**config.mk**
```make
export PLATFORM = sky130hd
export DESIGN_NAME = ts_capture
export DESIGN_NICKNAME = d
export VERILOG_FILES = /design/src/rtl/ts_capture.sv
export SDC_FILE = /design/constraint.sdc
export NUM_CORES = 1
export LEC_CHECK = 0
export BUFFER_PORTS_ARGS = -buffer_cell sky130_fd_sc_hd__buf_2
export CAP_MARGIN = 0
export CORE_ASPECT_RATIO = 1.75
export CORE_MARGIN = 2
export CORE_UTILIZATION = 35
export DETAILED_ROUTE_END_ITERATION = 16
export GPL_ROUTABILITY_DRIVEN = 0
export GPL_TIMING_DRIVEN = 0
export PLACE_DENSITY = 0.67
export SLEW_MARGIN = 20
export SYNTH_ARGS = -nofsm -noshare
export SYNTH_HDL_FRONTEND = slang
export SYNTH_SLANG_ARGS = --single-unit
export TNS_END_PERCENT = 100
```
**constraint.sdc**
```tcl
create_clock -name clk -period 1.5 [get_ports clk]
set_input_delay 0.225 -clock clk [delete_from_list [all_inputs] [get_ports clk]]
set_output_delay 0.225 -clock clk [all_outputs]
set_load 0.1 [all_outputs]
```
**src/rtl/ts_capture.sv**
```systemverilog
module ts_capture #(
  parameter int TIME_W = 23,
  parameter int DATE_W = 24
) (
  input  logic              clk,
  input  logic              rst_n,
  input  logic              pin_a,
  input  logic              pin_b,
  input  logic              pin_sel,
  input  logic              edge_fall,
  input  logic              ts_en,
  input  logic              ts_ie,
  input  logic [TIME_W-1:0] cal_time,
  input  logic [DATE_W-1:0] cal_date,
  input  logic              clr_tsf,
  input  logic              clr_tsof,
  output logic [TIME_W-1:0] ts_time,
  output logic [DATE_W-1:0] ts_date,
  output logic              tsf,
  output logic              tsof,
  output logic              irq
);

  logic [2:0] pin_sh;
  logic       pin_raw;
  logic       evt;
  logic       take;

  assign pin_raw = pin_sel ? pin_b : pin_a;

  always_ff @(posedge clk or negedge rst_n)
    if (!rst_n) pin_sh <= '0;
    else        pin_sh <= {pin_sh[1:0], pin_raw};

  assign evt  = ts_en & (edge_fall ? (~pin_sh[1] & pin_sh[2])
                                   : (pin_sh[1] & ~pin_sh[2]));
  assign take = evt & (~tsf | clr_tsf);

  always_ff @(posedge clk or negedge rst_n)
    if (!rst_n) begin
      ts_time <= '0;
      ts_date <= '0;
    end else if (take) begin
      ts_time <= cal_time;
      ts_date <= cal_date;
    end

  always_ff @(posedge clk or negedge rst_n)
    if (!rst_n)       tsf <= 1'b0;
    else if (evt)     tsf <= 1'b1;
    else if (clr_tsf) tsf <= 1'b0;

  always_ff @(posedge clk or negedge rst_n)
    if (!rst_n)                      tsof <= 1'b0;
    else if (evt && tsf && !clr_tsf) tsof <= 1'b1;
    else if (clr_tsof)               tsof <= 1'b0;

  assign irq = tsf & ts_ie;

  AST_EVT_SETS_FLAG: assert property (@(posedge clk) disable iff (!rst_n)
    evt |=> tsf);
  AST_OVF_KEEPS_STAMP: assert property (@(posedge clk) disable iff (!rst_n)
    (evt && tsf && !clr_tsf) |=> ($stable(ts_time) && $stable(ts_date) && tsof));
  AST_CLR_DROPS_FLAG: assert property (@(posedge clk) disable iff (!rst_n)
    (clr_tsf && !evt) |=> !tsf);
  AST_SAME_CYCLE_NEW: assert property (@(posedge clk) disable iff (!rst_n)
    (evt && clr_tsf && !tsof) |=> (tsf && !tsof));
  AST_DISABLED_QUIET: assert property (@(posedge clk) disable iff (!rst_n)
    (!ts_en && !tsf) |=> !tsf);
  AST_STAMP_ONLY_ON_EVT: assert property (@(posedge clk) disable iff (!rst_n)
    !evt |=> ($stable(ts_time) && $stable(ts_date)));

endmodule

```
==> metrics.md, run 1 <==
| Metric | Value |
|---|---|
| Total core area | 5790 µm² |
| Residual DRC | 0 |
| Worst rel slew slack | 57.3% |
| Hold Crit Depth | 2 |
| Largest net degree at the start of global routing | 53 |
| CP required | 1700 ps |
| Commonest non-fill, non-tap cell in the layout | buf_2 |
| Num CTS Buffers | 5 |
| Synth top area share | 63.1% |
| Slew Limit Fails | 0 |
| Clk Latency, worst-skew pair | 300 ps |
| Root Driver | clkbuf_8 |
| DR vias/cell | 4.42 |
| Routed via count | 1378 |
| Dpl hpwl | 3.01 mm |
| Reg2reg start | pin_sh[1] |
| Die area | 6550 µm² |
| Setup crit start kind | register |
| Post-synthesis cell count | 114 |
| Accumulated negative setup slack | -1740 ps |
| Crit path time final | 1570 ps |
| Post-Route WL | 4.28 mm |
| Worst setup path end | ts_date[23] |
| Failing checks | negative setup slack |
| Initial Utilization | 35.6% |
| Synthesized area per cell | 18.1 µm² |
| H-Tree Depth | 2 |
| Final setup margin | -70.8 ps |
| Detail Route Antenna Nets | 0 |
| CP startpoint | pin_sh[1] |
| Core Rows | 37 |
| Clk_skew | 11.8 ps |
| Worst-case hold slack | 112 ps |
| Crit Path Class | reg -> reg |
| R2r endpoint | ts_date[23] |
| Post-synthesis cell type count | 14 |
| First-pass GRT wire length | 6.42 mm |
| RSZ-0062 raised after global routing | true |
| Reg2Reg Depth | 6 |
| Sink Count | 52 |
| Post-synthesis sequential area ratio | 63.1% |
| IO Port Bufs | 106 |
| Antenna cell count | 0 |
| Post-synth top area cell | dfrtp_1 |
| CTS clk-pin slew, worst paths | 90 ps |
| Worst EP arrival | 1770 ps |
| Worst-case clock buffer depth | 2 |
| Drt first pass iters | 3 |
| Total of warnings raised by yosys | 0 |
| 1st-iter DRT viols | 50 |
| R2R Setup Slk | -70 ps |
| Mapped Nets | 171 |
| Yosys reg bits | 52 |
| Die width | 62.0 µm |
| Number of max-cap violations | 0 |
| CTS tree | built |
| Initial antenna violation count | 0 |
| Status | finished with violations |
| Setup crit end kind | register |
| Final Hold Viols | 0 |
| Area contributors post-synth | dfrtp_1, mux2_4, mux2_2, buf_6, o211a_1 |
| Synth-to-Final Area Change | 44.7% |
| Ports | 107 |
| Final critical-path share of the clock period | 105% |
| Die height | 106 µm |
| Mapped Area | 2060 µm² |
| # fillers | 510 |
| # nets final | 291 |
| HP Class | in -> reg |
| All-Layer GR Usage | 13.8% |
| GR Overflow Total | 0 |
| Vias in the first global route | 1361 |
| Least-Margin Pin Slew | 640 ps |
| Layout cell share with drive strength beyond 1 | 75.6% |
| Crit path max fanout | 5 |
| Most frequent cells in the layout | buf_2, dfrtp_1, mux2_4 |
| Peak Freq | 637 MHz |
| Routed WL per cell | 13.7 µm |
| Final setup violation count | 44 |
-- registers in the layout, summed over array words and instances, names as in the netlist --
signal / count
ts_time: 23
tsof: 1
pin_sh: 3
ts_date: 24
tsf: 1
-- worst min path at each step --
stage	start	to
after floorplan	rst_n	pin_sh[0]
after global placement	pin_sh[0]	pin_sh[1]
after detailed placement	rst_n	ts_time[10]
after CTS	clr_tsof	tsof
after global routing	clr_tsof	tsof
final	clr_tsof	tsof
-- worst max-delay path, stage by stage (launching register included) --
cell	delay (ps)
dfrtp_1	390
and3b_1	250
o211a_4	180
buf_6	120
buf_16	110
buf_4	100
mux2_2	310
-- final cells by class --
type	count	area [µm²]	share of cell area (%)
Buffer	5	86.3	2.89
Clock buffer	5	68.8	2.31
Clock inverter	2	60.1	2.01
Inverter	1	3.75	0.126
Multi-Input combinational cell	56	728	24.4
Sequential cell	52	1310	43.7
Tap cell	78	97.6	3.27
Timing Repair Buffer	113	634	21.3
-- per-stage QoR --
| step | worst slack (ps) | cells | cell area [µm²] | utilization, % |
|---|---|---|---|---|
| after floorplan | -116 | 114 | 2090 | - |
| after global placement | -69.8 | 298 | 2710 | 46.9 |
| after detailed placement | -105 | 298 | 2720 | 46.9 |
| after CTS | -82.0 | 312 | 2980 | 51.6 |
| after global routing | -143 | 312 | 2980 | 51.6 |
| final | -70.8 | 312 | 2980 | 51.6 |
-- routing by layer --
metal	track usage, %	vias to the layer above	share of wire [%]	wire [µm]
li1	-	637	-	-
met1	14.4	671	37	1600
met2	23.5	62	53	2280
met3	3.44	8	5.9	251
met4	7.60	0	3.3	141
met5	0	-	0	0
-- cells in the mapped netlist --
library cell / instances
and2_1: 1
and3b_1: 1
buf_2: 1
buf_6: 4
dfrtp_1: 52
inv_1: 1
mux2_2: 18
mux2_4: 30
nand2_1: 1
nand2b_1: 1
nor3b_1: 1
o211a_1: 1
o21ai_0: 1
o22ai_1: 1
-- cells by family (layout without fill, tap and decap cells) --
kind of cell / Yosys count / count (layout) / synth area share [%]
compound gates: 3 / 3 / 1.03
buf+inv: 6 / 126 / 2.61
flops: 52 / 52 / 63.1
mux: 48 / 48 / 31.7
simple gates: 5 / 5 / 1.58
-- timing repair --
action | 4_1_cts | 5_1_grt
gates resized for setup | 13 | 0
setup buffers | 4 | 0
pin swaps | 3 | 0
hold buffers | 1 | 0
endpoints found under the hold margin | 52 | 0
setup endpoints to repair | 42 | 47
cloned | 2 | 0
Power of run 1 is not shown: default switching activity piles up to over one toggle a cycle in this logic, so the estimate is an artifact.
==> run 2, diff against run 1 <==
Settings changed: CORE_MARGIN 2 to not set.
==> metrics.md, run 2 (synthesis gave the netlist of run 1 again) <==
| Metric | Value |
|---|---|
| Routed WL per cell | 13.3 µm (-3.1%) |
| Worst EP arrival | 1790 ps (+20 ps) |
| Layout cell share with drive strength beyond 1 | 75.7% (+0.10 points) |
| Post-Route WL | 4.14 mm (-3.4%) |
| Clk_skew | 6.88 ps (-4.97 ps) |
| All-Layer GR Usage | 13.6% (-0.11 points) |
| Drt first pass iters | 3 (unchanged) |
| Crit path time final | 1600 ps (+31.9 ps) |
| CTS tree | built |
| Crit path max fanout | 10 (+5) |
| Slew Limit Fails | 0 (unchanged) |
| 1st-iter DRT viols | 43 (-14%) |
| Crit path cell chain | and3b_2 > o211a_4 > buf_8 > buf_12 > mux2_4 |
| Status | finished with violations |
| Synth-to-Final Area Change | 42.5% |
| Least-Margin Pin Slew | 630 ps (-9.98 ps) |
| Residual DRC | 0 (unchanged) |
| Final Hold Viols | 0 (unchanged) |
| Crit-path max cell delay | 420 ps (+30 ps) |
| Peak Freq | 624 MHz (-2.0%) |
| Accumulated negative setup slack | -3010 ps (-1270 ps) |
| GR Overflow Total | 0 (unchanged) |
| Vias in the first global route | 1358 (-0.22%) |
| Die height | 104 µm (-1.9%) |
| Total core area | 5630 µm² (-2.7%) |
| Antenna cell count | 0 (unchanged) |
| # nets final | 291 (unchanged) |
| Detail Route Antenna Nets | 0 (unchanged) |
| CP required | 1680 ps (-20 ps) |
| Worst path top cell family by delay | flip-flops |
| Final setup violation count | 40 (-9.1%) |
| Final setup margin | -103 ps (-31.9 ps) |
| Ports | 107 (unchanged) |
| First-pass GRT wire length | 6.27 mm (-2.3%) |
| Final critical-path share of the clock period | 107% (+2.1 points) |
| # fillers | 493 (-3.3%) |
| Die area | 6210 µm² (-5.1%) |
| HP Class | in -> reg |
| Routed via count | 1394 (+1.2%) |
| Core Rows | 36 (-2.7%) |
| CTS clk-pin slew, worst paths | 90 ps (about the same) |
| Setup crit start kind | register |
| Largest reg by FF count | ts_date |
| Sink Count | 52 (unchanged) |
| Slowest cell on the critical path | dfrtp_1 |
| Worst rel slew slack | 58.0% (+0.67 points) |
| Non-filler cells, final | 311 (-0.32%) |
| Crit Path Class | reg -> reg |
| Commonest non-fill, non-tap cell in the layout | buf_2 |
| Crit path buf inv count | 2 (-1) |
| Max reg flops | 24 (unchanged) |
| Num CTS Buffers | 5 (unchanged) |
| Largest net degree at the start of global routing | 53 (unchanged) |
| Final Util | 52.2% (+0.61 points) |
| Worst-case clock buffer depth | 2 (unchanged) |
| IO Port Bufs | 106 (unchanged) |
| Dpl cells | 296 (-0.67%) |
| Most frequent cells in the layout | buf_2, dfrtp_1, mux2_4 |
| DR vias/cell | 4.48 (+1.5%) |
| Clk Latency, worst-skew pair | 290 ps (about the same) |
| Die width | 60.0 µm (-3.2%) |
| Initial antenna violation count | 0 (unchanged) |
| Largest registers | ts_date (24), ts_time (23), pin_sh (3) |
| H-Tree Depth | 2 (unchanged) |
| Failing checks | negative setup slack |
| Initial Utilization | 36.6% (+0.99 points) |
| Number of max-cap violations | 0 (unchanged) |
| Root Driver | clkbuf_8 |
| Setup crit end kind | register |
| Dpl hpwl | 3.00 mm (-0.19%) |
| RSZ-0062 raised after global routing | true |
-- run 2: cell types whose count changed in the layout (fill, tap and decap cells not counted) --
cell | before | now
clkbuf_1 | 0 | 1
nor3b_2 | 1 | 0
buf_16 | 2 | 0
and3b_2 | 0 | 1
buf_6 | 2 | 0
bufinv_16 | 2 | 1
nor3b_4 | 0 | 1
clkinv_2 | 0 | 1
and3b_1 | 1 | 0
buf_4 | 5 | 8
clkbuf_16 | 0 | 1
-- run 2: per-layer routing --
metal  up-vias  track usage [%]  wire length [µm]
li1        638                -                 -
met1       688             14.0              1520
met2        58             24.0              2330
met3        10             3.25               164
met4         0             7.31               125
met5         -                0                 0
-- run 2: area by class of cell --
cell class | count | area [µm²] | area share, %
Inverter | 1 | 3.75 | 0.128
Clock buffer | 6 | 72.6 | 2.47
Sequential cell | 52 | 1310 | 44.4
Multi-Input combinational cell | 56 | 736 | 25.0
Clock inverter | 2 | 35.0 | 1.19
Timing Repair Buffer | 113 | 608 | 20.7
Buffer | 5 | 82.6 | 2.81
Tap cell | 76 | 95.1 | 3.24
-- run 2: through the flow --
| stage | hold slack [ps] | area (µm²) | setup WS [ps] |
|---|---|---|---|
| 6_report | 121 | 2940 | -103 |
| 2_1_floorplan | -70.6 | 2090 | -116 |
| 3_3_place_gp | 332 | 2710 | -81.6 |
| 5_1_grt | 117 | 2940 | -142 |
| 3_5_place_dp | 294 | 2710 | -114 |
| 4_1_cts | 111 | 2890 | -85.3 |
-- run 2: timing repair --
action,in CTS,in global routing
gates resized for setup,6,5
hold endpoints to repair,52,0
buffers inserted,4,1
gates cloned,0,1
pin swaps,0,3
hold buffers,1,0
setup endpoints to repair,41,47
-- run 2: path summary, 6_finish.rpt --
path                       cells past startpoint    endpoint  startpoint  slack, ps
setup / recovery                               5  ts_date[1]   pin_sh[2]       -100
hold / removal                                 2        tsof    clr_tsof        120
setup reg to reg                               5  ts_date[1]   pin_sh[2]       -100
hold reg to reg                                0   pin_sh[1]   pin_sh[0]        360
max in group asynchronous                      2         tsf       rst_n        530
min in group asynchronous                      2  ts_date[0]       rst_n        480
Power of run 2 is left out for the same reason.
==> run 3, diff against run 2 <==
Settings changed: GPL_TIMING_DRIVEN 0 to not set, SKIP_LAST_GASP set to 1.
==> metrics.md, run 3 (synthesis gave the netlist of run 1 again) <==
| Metric | Value |
|---|---|
| Status | finished with violations |
| Failing checks | negative setup slack |
| Layout cell share with drive strength beyond 1 | 75.0% (-0.74 points) |
| Most frequent cells in the layout | buf_2, dfrtp_1, mux2_4 |
| Final critical-path share of the clock period | 104% (-2.5 points) |
| Commonest non-fill, non-tap cell in the layout | buf_2 |
| Crit Path Class | reg -> reg |
| DR vias/cell | 4.47 (-0.33%) |
| Hold Crit Depth | 2 (unchanged) |
| Slew Limit Fails | 0 (unchanged) |
| RSZ-0062 raised after global routing | true |
| Routed WL per cell | 14.5 µm (+8.7%) |
| CP required | 1690 ps (about the same) |
| Final setup violation count | 22 (-45%) |
| CTS tree | built |
| Final Hold Viols | 0 (unchanged) |
| 1st-iter DRT viols | 24 (-44%) |
| Vias in the first global route | 1418 (+4.4%) |
| CTS clk-pin slew, worst paths | 90 ps (about the same) |
| Ports | 107 (unchanged) |
| Num CTS Buffers | 5 (unchanged) |
| Post-Place Worst Slack | -112 ps (+2.02 ps) |
| Residual DRC | 0 (unchanged) |
| IO Port Bufs | 106 (unchanged) |
| Setup crit start kind | register |
| Crit path max fanout | 8 (-2) |
| Reg2Reg Depth | 5 (unchanged) |
| All-Layer GR Usage | 15.4% (+1.7 points) |
| Worst-case clock buffer depth | 2 (unchanged) |
| Setup crit end kind | register |
| Peak Freq | 639 MHz (+2.4%) |
| # fillers | 507 (+2.8%) |
| Number of max-cap violations | 0 (unchanged) |
| Antenna cell count | 0 (unchanged) |
| Worst rel slew slack | 66.5% (+8.5 points) |
| Initial antenna violation count | 0 (unchanged) |
| Crit-path max cell delay | 390 ps (-30 ps) |
| Initial Utilization | 36.6% (unchanged) |
| H-Tree Depth | 2 (unchanged) |
| Die area | 6210 µm² (unchanged) |
| Detail Route Antenna Nets | 0 (unchanged) |
| Die height | 104 µm (unchanged) |
| Largest registers | ts_date (24), ts_time (23), pin_sh (3) |
| Routed via count | 1376 (-1.3%) |
| First-pass GRT wire length | 6.84 mm (+9.1%) |
| Max reg flops | 24 (unchanged) |
| Largest net degree at the start of global routing | 35 (-34%) |
| HP Class | in -> reg |
| Final setup margin | -65.5 ps (+37.2 ps) |
| Total core area | 5630 µm² (unchanged) |
| Clk_skew | 5.03 ps (-1.84 ps) |
| Crit path time final | 1570 ps (-37.2 ps) |
| Post-Route WL | 4.45 mm (+7.6%) |
| Sink Count | 52 (unchanged) |
| Root Driver | clkbuf_8 |
| Crit path cell chain | nor3b_2 > o211a_4 > buf_6 > clkbuf_16 > mux2_2 |
| Least-Margin Pin Slew | 506 ps (-124 ps) |
| Die width | 60.0 µm (unchanged) |
| Synth-to-Final Area Change | 41.4% |
| Worst EP arrival | 1760 ps (-30 ps) |
| # nets final | 288 (-1.0%) |
| Drt first pass iters | 4 (+1) |
| Core Rows | 36 (unchanged) |
| GR Overflow Total | 0 (unchanged) |
| Slowest cell on the critical path | dfrtp_1 |
| Clk Latency, worst-skew pair | 300 ps (about the same) |
| Largest reg by FF count | ts_date |
==> run 3: layer usage <==
layer / vias to the layer above / global-route usage (%) / part of all wire, % / routed length (µm)
met4: 0 / 7.97 / 2.5 / 112
met5: - / 0 / 0 / 0
met2: 55 / 27.5 / 57 / 2540
li1: 628 / - / - / -
met3: 9 / 4.12 / 3.8 / 168
met1: 684 / 15.1 / 37 / 1630
==> run 3: final timing paths <==
check,start,endpoint,slack (ps)
setup / recovery,pin_sh[2],ts_time[8],-70
hold / removal,clr_tsof,tsof,110
setup reg to reg,pin_sh[2],ts_time[8],-70
hold reg to reg,pin_sh[0],pin_sh[1],360
max in group asynchronous,rst_n,ts_date[8],560
min in group asynchronous,rst_n,ts_date[0],400
==> run 3: layout make-up <==
class | instances | area, µm² | area share, %
multi-input cells | 56 | 756 | 25.9
well taps | 76 | 95.1 | 3.26
clock buffers | 7 | 76.3 | 2.62
inverters | 1 | 3.75 | 0.129
flip-flops and latches | 52 | 1310 | 44.8
repair buffers | 115 | 674 | 23.1
clock inverters | 1 | 5.00 | 0.172
==> run 3: stage by stage <==
step	setup TNS [ps]	area, µm²	hold WS [ps]	cells	utilization (%)
finish	-891	2920	106	308	51.8
CTS	-1980	2890	91.0	308	51.3
floorplan	-4110	2090	-70.6	114	-
global placement	-1270	2730	197	296	48.4
detailed placement	-3200	2730	199	296	48.4
global route	-2190	2920	94.0	308	51.8
==> run 3: critical path: cells and delay by family, from the launching register on <==
kind	cells	cell delay, ps
flip-flops	1	390
AO/OA/AOI/OAI	1	240
buffers and inverters	2	270
multiplexers	1	330
AND/OR/NAND/NOR	1	220
==> run 3: what timing repair did <==
action                     CTS  global route
gates resized for setup      3             9
hold endpoints to repair    18             0
buffers inserted             2             0
pin swaps                    2             0
cloned                       1             1
hold buffers                 1             0
setup endpoints to repair   47            47
Power of run 3 is left out for the same reason.
